## src/rtl/ccd_tg_pkg.sv

```systemverilog
package ccd_tg_pkg;

  typedef enum logic [2:0] {
    ST_IDLE,
    ST_SETUP,
    ST_GATE,
    ST_HOLD,
    ST_READ
  } tg_state_t;

  typedef struct packed {
    logic blank;
    logic black;
    logic invalid;
    logic valid;
    logic overrun;
  } tg_region_t;

endpackage

```

## src/rtl/ccd_tg_integ.sv

```systemverilog
module ccd_tg_integ #(
  parameter int INT_W      = 24,
  parameter int MIN_PERIOD = 8929
) (
  input  logic             clk,
  input  logic             rst,
  input  logic [INT_W-1:0] int_period,
  input  logic             launch,
  output logic             trigger,
  output logic             clamped
);

  localparam logic [INT_W-1:0] MIN_V = INT_W'(MIN_PERIOD);

  logic [INT_W-1:0] cnt;
  logic [INT_W-1:0] eff;
  logic             auto_on;

  assign auto_on = (int_period != '0);
  assign eff     = (int_period < MIN_V) ? MIN_V : int_period;
  assign trigger = auto_on && (cnt >= eff);

  // cnt equals the number of clocks since the last launch, saturating
  always_ff @(posedge clk) begin
    if (rst) begin
      cnt     <= '0;
      clamped <= 1'b0;
    end else begin
      if (launch)
        cnt <= INT_W'(1);
      else if (cnt != '1)
        cnt <= cnt + 1'b1;
      clamped <= auto_on && (int_period < MIN_V);
    end
  end

  // no timer launch before the minimum line period has elapsed
  p_floor_r10: assert property (@(posedge clk) disable iff (rst)
    (launch && trigger) |-> (cnt >= MIN_V));

endmodule

```

## src/rtl/ccd_tg_seq.sv

```systemverilog
module ccd_tg_seq
  import ccd_tg_pkg::*;
#(
  parameter int GATE_SETUP = 2,
  parameter int GATE_WIDTH = 4,
  parameter int GATE_HOLD  = 2,
  parameter int SLOT_CLKS  = 4,
  parameter int N_SLOTS    = 2230,
  parameter int SUB_W      = 2,
  parameter int SLOT_W     = 12
) (
  input  logic              clk,
  input  logic              rst,
  input  logic              go,
  output tg_state_t         st,
  output logic [SUB_W-1:0]  sub,
  output logic [SLOT_W-1:0] slot,
  output logic              launch
);

  localparam int PC_MAX = (GATE_SETUP > GATE_WIDTH)
                        ? ((GATE_SETUP > GATE_HOLD) ? GATE_SETUP : GATE_HOLD)
                        : ((GATE_WIDTH > GATE_HOLD) ? GATE_WIDTH : GATE_HOLD);
  localparam int PC_W   = $clog2(PC_MAX + 1);

  logic [PC_W-1:0] pcnt;

  assign launch = (st == ST_IDLE) && go;

  always_ff @(posedge clk) begin
    if (rst) begin
      st   <= ST_IDLE;
      pcnt <= '0;
      sub  <= '0;
      slot <= '0;
    end else begin
      unique case (st)
        ST_IDLE: begin
          if (go) begin
            st   <= ST_SETUP;
            pcnt <= '0;
          end
        end
        ST_SETUP: begin
          if (pcnt == PC_W'(GATE_SETUP - 1)) begin
            st   <= ST_GATE;
            pcnt <= '0;
          end else begin
            pcnt <= pcnt + 1'b1;
          end
        end
        ST_GATE: begin
          if (pcnt == PC_W'(GATE_WIDTH - 1)) begin
            st   <= ST_HOLD;
            pcnt <= '0;
          end else begin
            pcnt <= pcnt + 1'b1;
          end
        end
        ST_HOLD: begin
          if (pcnt == PC_W'(GATE_HOLD - 1)) begin
            st   <= ST_READ;
            pcnt <= '0;
            sub  <= '0;
            slot <= '0;
          end else begin
            pcnt <= pcnt + 1'b1;
          end
        end
        ST_READ: begin
          if (sub == SUB_W'(SLOT_CLKS - 1)) begin
            sub <= '0;
            if (slot == SLOT_W'(N_SLOTS - 1))
              st <= ST_IDLE;
            else
              slot <= slot + 1'b1;
          end else begin
            sub <= sub + 1'b1;
          end
        end
        default: st <= ST_IDLE;
      endcase
    end
  end

  // the gate is entered only from setup, readout only from hold
  p_gate_order_r3: assert property (@(posedge clk) disable iff (rst)
    (st == ST_GATE && $past(st) != ST_GATE) |-> $past(st) == ST_SETUP);
  p_read_order_r3: assert property (@(posedge clk) disable iff (rst)
    (st == ST_READ && $past(st) != ST_READ) |-> $past(st) == ST_HOLD);

endmodule

```

## src/rtl/ccd_tg_drive.sv

```systemverilog
module ccd_tg_drive
  import ccd_tg_pkg::*;
#(
  parameter int SLOT_CLKS  = 4,
  parameter int SUB_W      = 2,
  parameter int SLOT_W     = 12,
  parameter int N_BLANK    = 8,
  parameter int N_BLACK    = 52,
  parameter int N_LEAD_INV = 3,
  parameter int N_VALID    = 2160,
  parameter int N_TAIL_INV = 3,
  parameter int IDX_W      = 12
) (
  input  logic              clk,
  input  logic              rst,
  input  tg_state_t         st,
  input  logic [SUB_W-1:0]  sub,
  input  logic [SLOT_W-1:0] slot,
  output logic              sg,
  output logic              phi1,
  output logic              phi2,
  output logic              phir,
  output logic              busy,
  output tg_region_t        rg,
  output logic [IDX_W-1:0]  pix_idx
);

  localparam int HALF     = SLOT_CLKS / 2;
  localparam int BLACK_LO = N_BLANK;
  localparam int INV1_LO  = BLACK_LO + N_BLACK;
  localparam int VALID_LO = INV1_LO + N_LEAD_INV;
  localparam int INV2_LO  = VALID_LO + N_VALID;
  localparam int OVR_LO   = INV2_LO + N_TAIL_INV;

  logic              in_read;
  logic              n_sg, n_phi1, n_phir, n_busy;
  tg_region_t        n_rg;
  logic [SLOT_W-1:0] rel;
  logic [IDX_W-1:0]  n_idx;

  always_comb begin
    in_read = (st == ST_READ);
    n_sg    = (st == ST_GATE);
    n_busy  = (st != ST_IDLE);
    n_phir  = in_read && (sub == '0);
    // phi1 parks high outside readout; in readout it toggles at mid-slot
    if (!in_read)
      n_phi1 = 1'b1;
    else if (slot[0])
      n_phi1 = (sub >= SUB_W'(HALF));
    else
      n_phi1 = (sub < SUB_W'(HALF));

    n_rg.blank   = in_read && (slot < SLOT_W'(BLACK_LO));
    n_rg.black   = in_read && (slot >= SLOT_W'(BLACK_LO)) && (slot < SLOT_W'(INV1_LO));
    n_rg.invalid = in_read && (((slot >= SLOT_W'(INV1_LO)) && (slot < SLOT_W'(VALID_LO))) ||
                               ((slot >= SLOT_W'(INV2_LO)) && (slot < SLOT_W'(OVR_LO))));
    n_rg.valid   = in_read && (slot >= SLOT_W'(VALID_LO)) && (slot < SLOT_W'(INV2_LO));
    n_rg.overrun = in_read && (slot >= SLOT_W'(OVR_LO));

    rel   = slot - SLOT_W'(VALID_LO);
    n_idx = n_rg.valid ? IDX_W'(rel) : '0;
  end

  always_ff @(posedge clk) begin
    if (rst) begin
      sg      <= 1'b0;
      phi1    <= 1'b1;
      phi2    <= 1'b0;
      phir    <= 1'b0;
      busy    <= 1'b0;
      rg      <= '0;
      pix_idx <= '0;
    end else begin
      sg      <= n_sg;
      phi1    <= n_phi1;
      phi2    <= ~n_phi1;
      phir    <= n_phir;
      busy    <= n_busy;
      rg      <= n_rg;
      pix_idx <= n_idx;
    end
  end

  // transfer pair parked during the gate pulse
  p_sg_park_r3: assert property (@(posedge clk) disable iff (rst)
    sg |-> (phi1 && !phi2));
  // no transfer edge on a reset clock
  p_phir_quiet_r5: assert property (@(posedge clk) disable iff (rst)
    phir |-> $stable(phi1));
  // at most one region flag at a time
  p_region_onehot_r6: assert property (@(posedge clk) disable iff (rst)
    $onehot0(rg));
  // valid run is entered only from the leading invalid run
  p_valid_entry_r6: assert property (@(posedge clk) disable iff (rst)
    $rose(rg.valid) |-> $past(rg.invalid));
  // index starts at zero and advances by one
  p_idx_start_r7: assert property (@(posedge clk) disable iff (rst)
    $rose(rg.valid) |-> (pix_idx == '0));
  p_idx_step_r7: assert property (@(posedge clk) disable iff (rst)
    (rg.valid && $past(rg.valid) && (pix_idx != $past(pix_idx)))
      |-> (pix_idx == $past(pix_idx) + 1'b1));

endmodule

```

## src/rtl/ccd_tg.sv

```systemverilog
module ccd_tg
  import ccd_tg_pkg::*;
#(
  parameter int GATE_SETUP = 2,
  parameter int GATE_WIDTH = 4,
  parameter int GATE_HOLD  = 2,
  parameter int SLOT_CLKS  = 4,
  parameter int N_PERIODS  = 1115,
  parameter int N_BLANK    = 8,
  parameter int N_BLACK    = 52,
  parameter int N_LEAD_INV = 3,
  parameter int N_VALID    = 2160,
  parameter int N_TAIL_INV = 3,
  parameter int IDX_W      = 12,
  parameter int INT_W      = 24
) (
  input  logic             clk,
  input  logic             rst,
  input  logic             en,
  input  logic             start,
  input  logic [INT_W-1:0] int_period,
  output logic             sg,
  output logic             phi1,
  output logic             phi2,
  output logic             phir,
  output logic             line_busy,
  output logic             reg_blank,
  output logic             reg_black,
  output logic             reg_invalid,
  output logic             reg_valid,
  output logic             reg_overrun,
  output logic [IDX_W-1:0] pix_idx,
  output logic             int_clamped
);

  localparam int N_SLOTS    = 2 * N_PERIODS;
  localparam int SLOT_W     = $clog2(N_SLOTS);
  localparam int SUB_W      = $clog2(SLOT_CLKS);
  localparam int LINE_CLKS  = GATE_SETUP + GATE_WIDTH + GATE_HOLD + N_SLOTS * SLOT_CLKS;
  localparam int MIN_PERIOD = LINE_CLKS + 1;

  tg_state_t         st;
  logic [SUB_W-1:0]  sub;
  logic [SLOT_W-1:0] slot;
  logic              launch, trigger, go;
  tg_region_t        rg;

  assign go = en && (start || trigger);

  ccd_tg_integ #(
    .INT_W      (INT_W),
    .MIN_PERIOD (MIN_PERIOD)
  ) u_integ (
    .clk        (clk),
    .rst        (rst),
    .int_period (int_period),
    .launch     (launch),
    .trigger    (trigger),
    .clamped    (int_clamped)
  );

  ccd_tg_seq #(
    .GATE_SETUP (GATE_SETUP),
    .GATE_WIDTH (GATE_WIDTH),
    .GATE_HOLD  (GATE_HOLD),
    .SLOT_CLKS  (SLOT_CLKS),
    .N_SLOTS    (N_SLOTS),
    .SUB_W      (SUB_W),
    .SLOT_W     (SLOT_W)
  ) u_seq (
    .clk    (clk),
    .rst    (rst),
    .go     (go),
    .st     (st),
    .sub    (sub),
    .slot   (slot),
    .launch (launch)
  );

  ccd_tg_drive #(
    .SLOT_CLKS  (SLOT_CLKS),
    .SUB_W      (SUB_W),
    .SLOT_W     (SLOT_W),
    .N_BLANK    (N_BLANK),
    .N_BLACK    (N_BLACK),
    .N_LEAD_INV (N_LEAD_INV),
    .N_VALID    (N_VALID),
    .N_TAIL_INV (N_TAIL_INV),
    .IDX_W      (IDX_W)
  ) u_drive (
    .clk     (clk),
    .rst     (rst),
    .st      (st),
    .sub     (sub),
    .slot    (slot),
    .sg      (sg),
    .phi1    (phi1),
    .phi2    (phi2),
    .phir    (phir),
    .busy    (line_busy),
    .rg      (rg),
    .pix_idx (pix_idx)
  );

  assign reg_blank   = rg.blank;
  assign reg_black   = rg.black;
  assign reg_invalid = rg.invalid;
  assign reg_valid   = rg.valid;
  assign reg_overrun = rg.overrun;

  // the cycle after reset shows the idle drive levels
  p_reset_idle_r1: assert property (@(posedge clk) disable iff (rst)
    $past(rst) |-> (!sg && phi1 && !phi2 && !phir && !line_busy && !reg_valid));
  // with en low the idle block does not start a line
  p_en_gate_r11: assert property (@(posedge clk) disable iff (rst)
    (!en && !line_busy && !$past(line_busy)) |=> !sg);

endmodule

```

## config.mk

```make
export PLATFORM = sky130hd
export DESIGN_NAME = ccd_tg
export DESIGN_NICKNAME = d
export VERILOG_FILES = /design/src/rtl/ccd_tg_pkg.sv /design/src/rtl/ccd_tg_integ.sv /design/src/rtl/ccd_tg_seq.sv /design/src/rtl/ccd_tg_drive.sv /design/src/rtl/ccd_tg.sv
export SDC_FILE = /design/constraint.sdc
export NUM_CORES = 1
export LEC_CHECK = 0
export ABC_CLOCK_PERIOD_IN_PS = 3200
export BUFFER_PORTS_ARGS = -buffer_cell sky130_fd_sc_hd__buf_2
export CAP_MARGIN = 10
export CORE_UTILIZATION = 30
export CTS_CLUSTER_SIZE = 8
export DETAILED_ROUTE_END_ITERATION = 8
export PLACE_DENSITY = 0.49
export SLEW_MARGIN = 15
export SYNTH_ARGS = -nofsm -noshare
export SYNTH_HDL_FRONTEND = slang
export SYNTH_SLANG_ARGS = --single-unit
```

## constraint.sdc

```tcl
create_clock -name clk -period 3.2 [get_ports clk]
set_input_delay 0.16 -clock clk [delete_from_list [all_inputs] [get_ports clk]]
set_output_delay 0.16 -clock clk [all_outputs]
set_load 0.05 [all_outputs]
```

==> run metrics <==
CP cell instances buf_2 > nor4_1 > nand3_1 > a21o_1 > nand2b_1 > ha_1 > nand2b_1 > a211oi_1 > o221ai_1 > a41oi_1 > a31oi_2 > buf_12 > a311oi_1; Avg WL per Cell 12.7 µm; synth unique cells 55; Congestion Overflow GR 0; FMAX 360 MHz; status finished, final reports clean; worst path required time 3.45 ns; delay-heaviest family, CP compound AO/OA/AOI/OAI gates; worst-path maximum fanout 23; Slew headroom 58.2%; post-synth top area cell dfxtp_1; worst skew pair latency 0.34 ns; Die X 116 µm; Synth Flop Type dfxtp_1; die height 116 µm; # H-tree levels 3; critical path type input port to register; # setup viols final 0; syn_nets 546; Static Leak 0.00199 µW; total chip power 2060 µW; Post-Syn Area 0.00389 mm²; Std-Cell Rows 41; Resize count post-CTS 0; Layout area overhead 18.6%; Core Util, Final 36.5%; Ys Warns 0; CP max stage cell nor4_1; Most common cell on crit path nand2b_1; Hold WS 0.225 ns; CTS max path bufs 2; CTS Sinks 67; Port Buffer Count 50; Antenna Nets Post-Route 0; routability cong. 0.805; DR pass1 iterations 4; cell count after synthesis 481; largest net degree at the start of global routing 24; leading cell type in the layout, fill and taps excluded nor2_1; Starting Density 30.8%; Synth area leaders dfxtp_1, ha_1, nor2_1; Final HPWL DP 6.86 mm; Critical Path Max Stage Delay 0.38 ns; DR vias 3378; initial antenna violation count 0; PD cells 448 mW/mm²; register area share after synthesis 34.5%; CP startpoint kind input port; Max-Cap Viols 0; most frequent cells in the layout nor2_1, dfxtp_1, buf_2; Placed Instance Area 0.00430 mm²; CTS root buf clkbuf_16; Worst Skew 0.00782 ns; post-synth top area share 34.5%; TNS Setup 0 ns; Post-CTS Setup Bufs 0; ys async rst share 0%; Tightest Pin Transition 0.622 ns; Via density 4.80; first-pass GRT wire length 15.2 mm; RSZ-0062 raised after global routing false; Core ar. 0.0126 mm²; antenna fix cells 0; min Tclk post-route 2.78 ns; Seq cells post-synth 67; drt drc 0; TritonCTS buffer count 9; CTS tree built; Final Cycle Share 86.8%; Nets 593; Final Hold Viols 0; Worst R2R Setup Slack 0.65 ns; detailed-route wire length 8.92 mm; # hold bufs at CTS 0; Slew Limit Fails 0; element type at the critical path end register; CP arrival 3.02 ns; Detailed Route Iter0 Violations 172; Avg Inst Size Synth 8.08 µm²; fraction of layout cells with a size suffix above 1 14.5%; cell area after layout 0.00461 mm²; I/O pin count 51; Post-synth EDFFs 0; vias in the first global route 3242; Die Outline Area 0.0134 mm²; Hold Crit Class input port to register; gr usage total 14.5%; worst vdd ir 0.267 mV; Clock Pin Slew Worst Setup and Hold Paths 0.05 ns; Worst Path Buf+Inv 2
==> metrics by stage <==
| stage | cells | setup WS (ns) |
|---|---|---|
| 2_1_floorplan | 481 | 0.696 |
| 3_3_place_gp | 689 | 0.146 |
| 3_5_place_dp | 689 | 0.0417 |
| 4_1_cts | 704 | 0.397 |
| 5_1_grt | 704 | 0.0708 |
| 6_report | 704 | 0.423 |
==> area by class of cell <==
class	instances	area [µm²]
inverter	28	105
sequential	67	1340
tap	172	215
clock inverter	5	77.6
fill	1376	8010
clock buffer	10	239
multi-input combinational	368	2340
timing repair buffer	54	293
==> worst paths after layout <==
check                       start         endpoint  depth (start not counted)
setup / recovery   int_period[19]  u_integ.cnt[14]                         13
hold / removal                 en   u_integ.cnt[0]                          3
setup reg to reg  u_integ.cnt[21]    u_seq.pcnt[0]                          7
hold reg to reg      u_seq.sub[1]     u_seq.sub[1]                          2
==> per-layer routing <==
metal	up-vias	GRT usage (%)	routed length, µm
met5	-	0	0
met4	0	7.01	157
met3	12	3.03	304
met2	57	23.5	4070
met1	1547	18.4	4390
li1	1762	-	-
==> power breakdown <==
part,switching (µW),leakage [µW],internal [µW]
logic,81.5,0.00129,57.6
clock network,369,0.000154,696
registers,15.3,0.000541,845
==> worst reg2reg max path, stage by stage (launching register included) <==
cell and delay, ns:
dfxtp_1 0.37, ha_1 0.32, nand4_1 0.17, nor4_1 0.52, a22oi_1 0.20, and3_1 0.26, a211o_1 0.34, o221a_1 0.26
==> flip-flops by register name, summed over array words and instances (netlist names), 2 cells and up <==
signal           cells
u_seq.sub            2
u_seq.slot          12
u_drive.pix_idx     12
u_seq.st             3
u_drive.rg           5
u_seq.pcnt           3
u_integ.cnt         24
==> cells by family (layout without fill, tap and decap cells) <==
group | count (synthesis) | in the layout | share of synthesized area (%)
compound gates | 74 | 74 | 12.6
flops | 67 | 67 | 34.5
fa+ha+maj | 37 | 37 | 11.9
mux | 4 | 4 | 1.03
xor+xnor | 30 | 30 | 6.76
simple gates | 223 | 223 | 27.9
buf+inv | 46 | 97 | 5.28
==> cells in the mapped netlist, drive strengths merged (2+ instances only) <==
cell type	count
nor2	77
dfxtp	67
nand2	41
ha	37
inv	28
a21oi	22
nand3	22
o21ai	21
nor3	18
xnor2	16
xor2	14
nand4	12
and3	11
buf	11
nor2b	8
clkbuf	7
nor4	7
a31oi	6
nor3b	6
and2	5
or3	5
mux2i	4
nand2b	4
a21o	3
a31o	3
a21boi	2
a311oi	2
and4	2
nand4b	2
No activity file was read; power rests on OpenSTA's default activity.
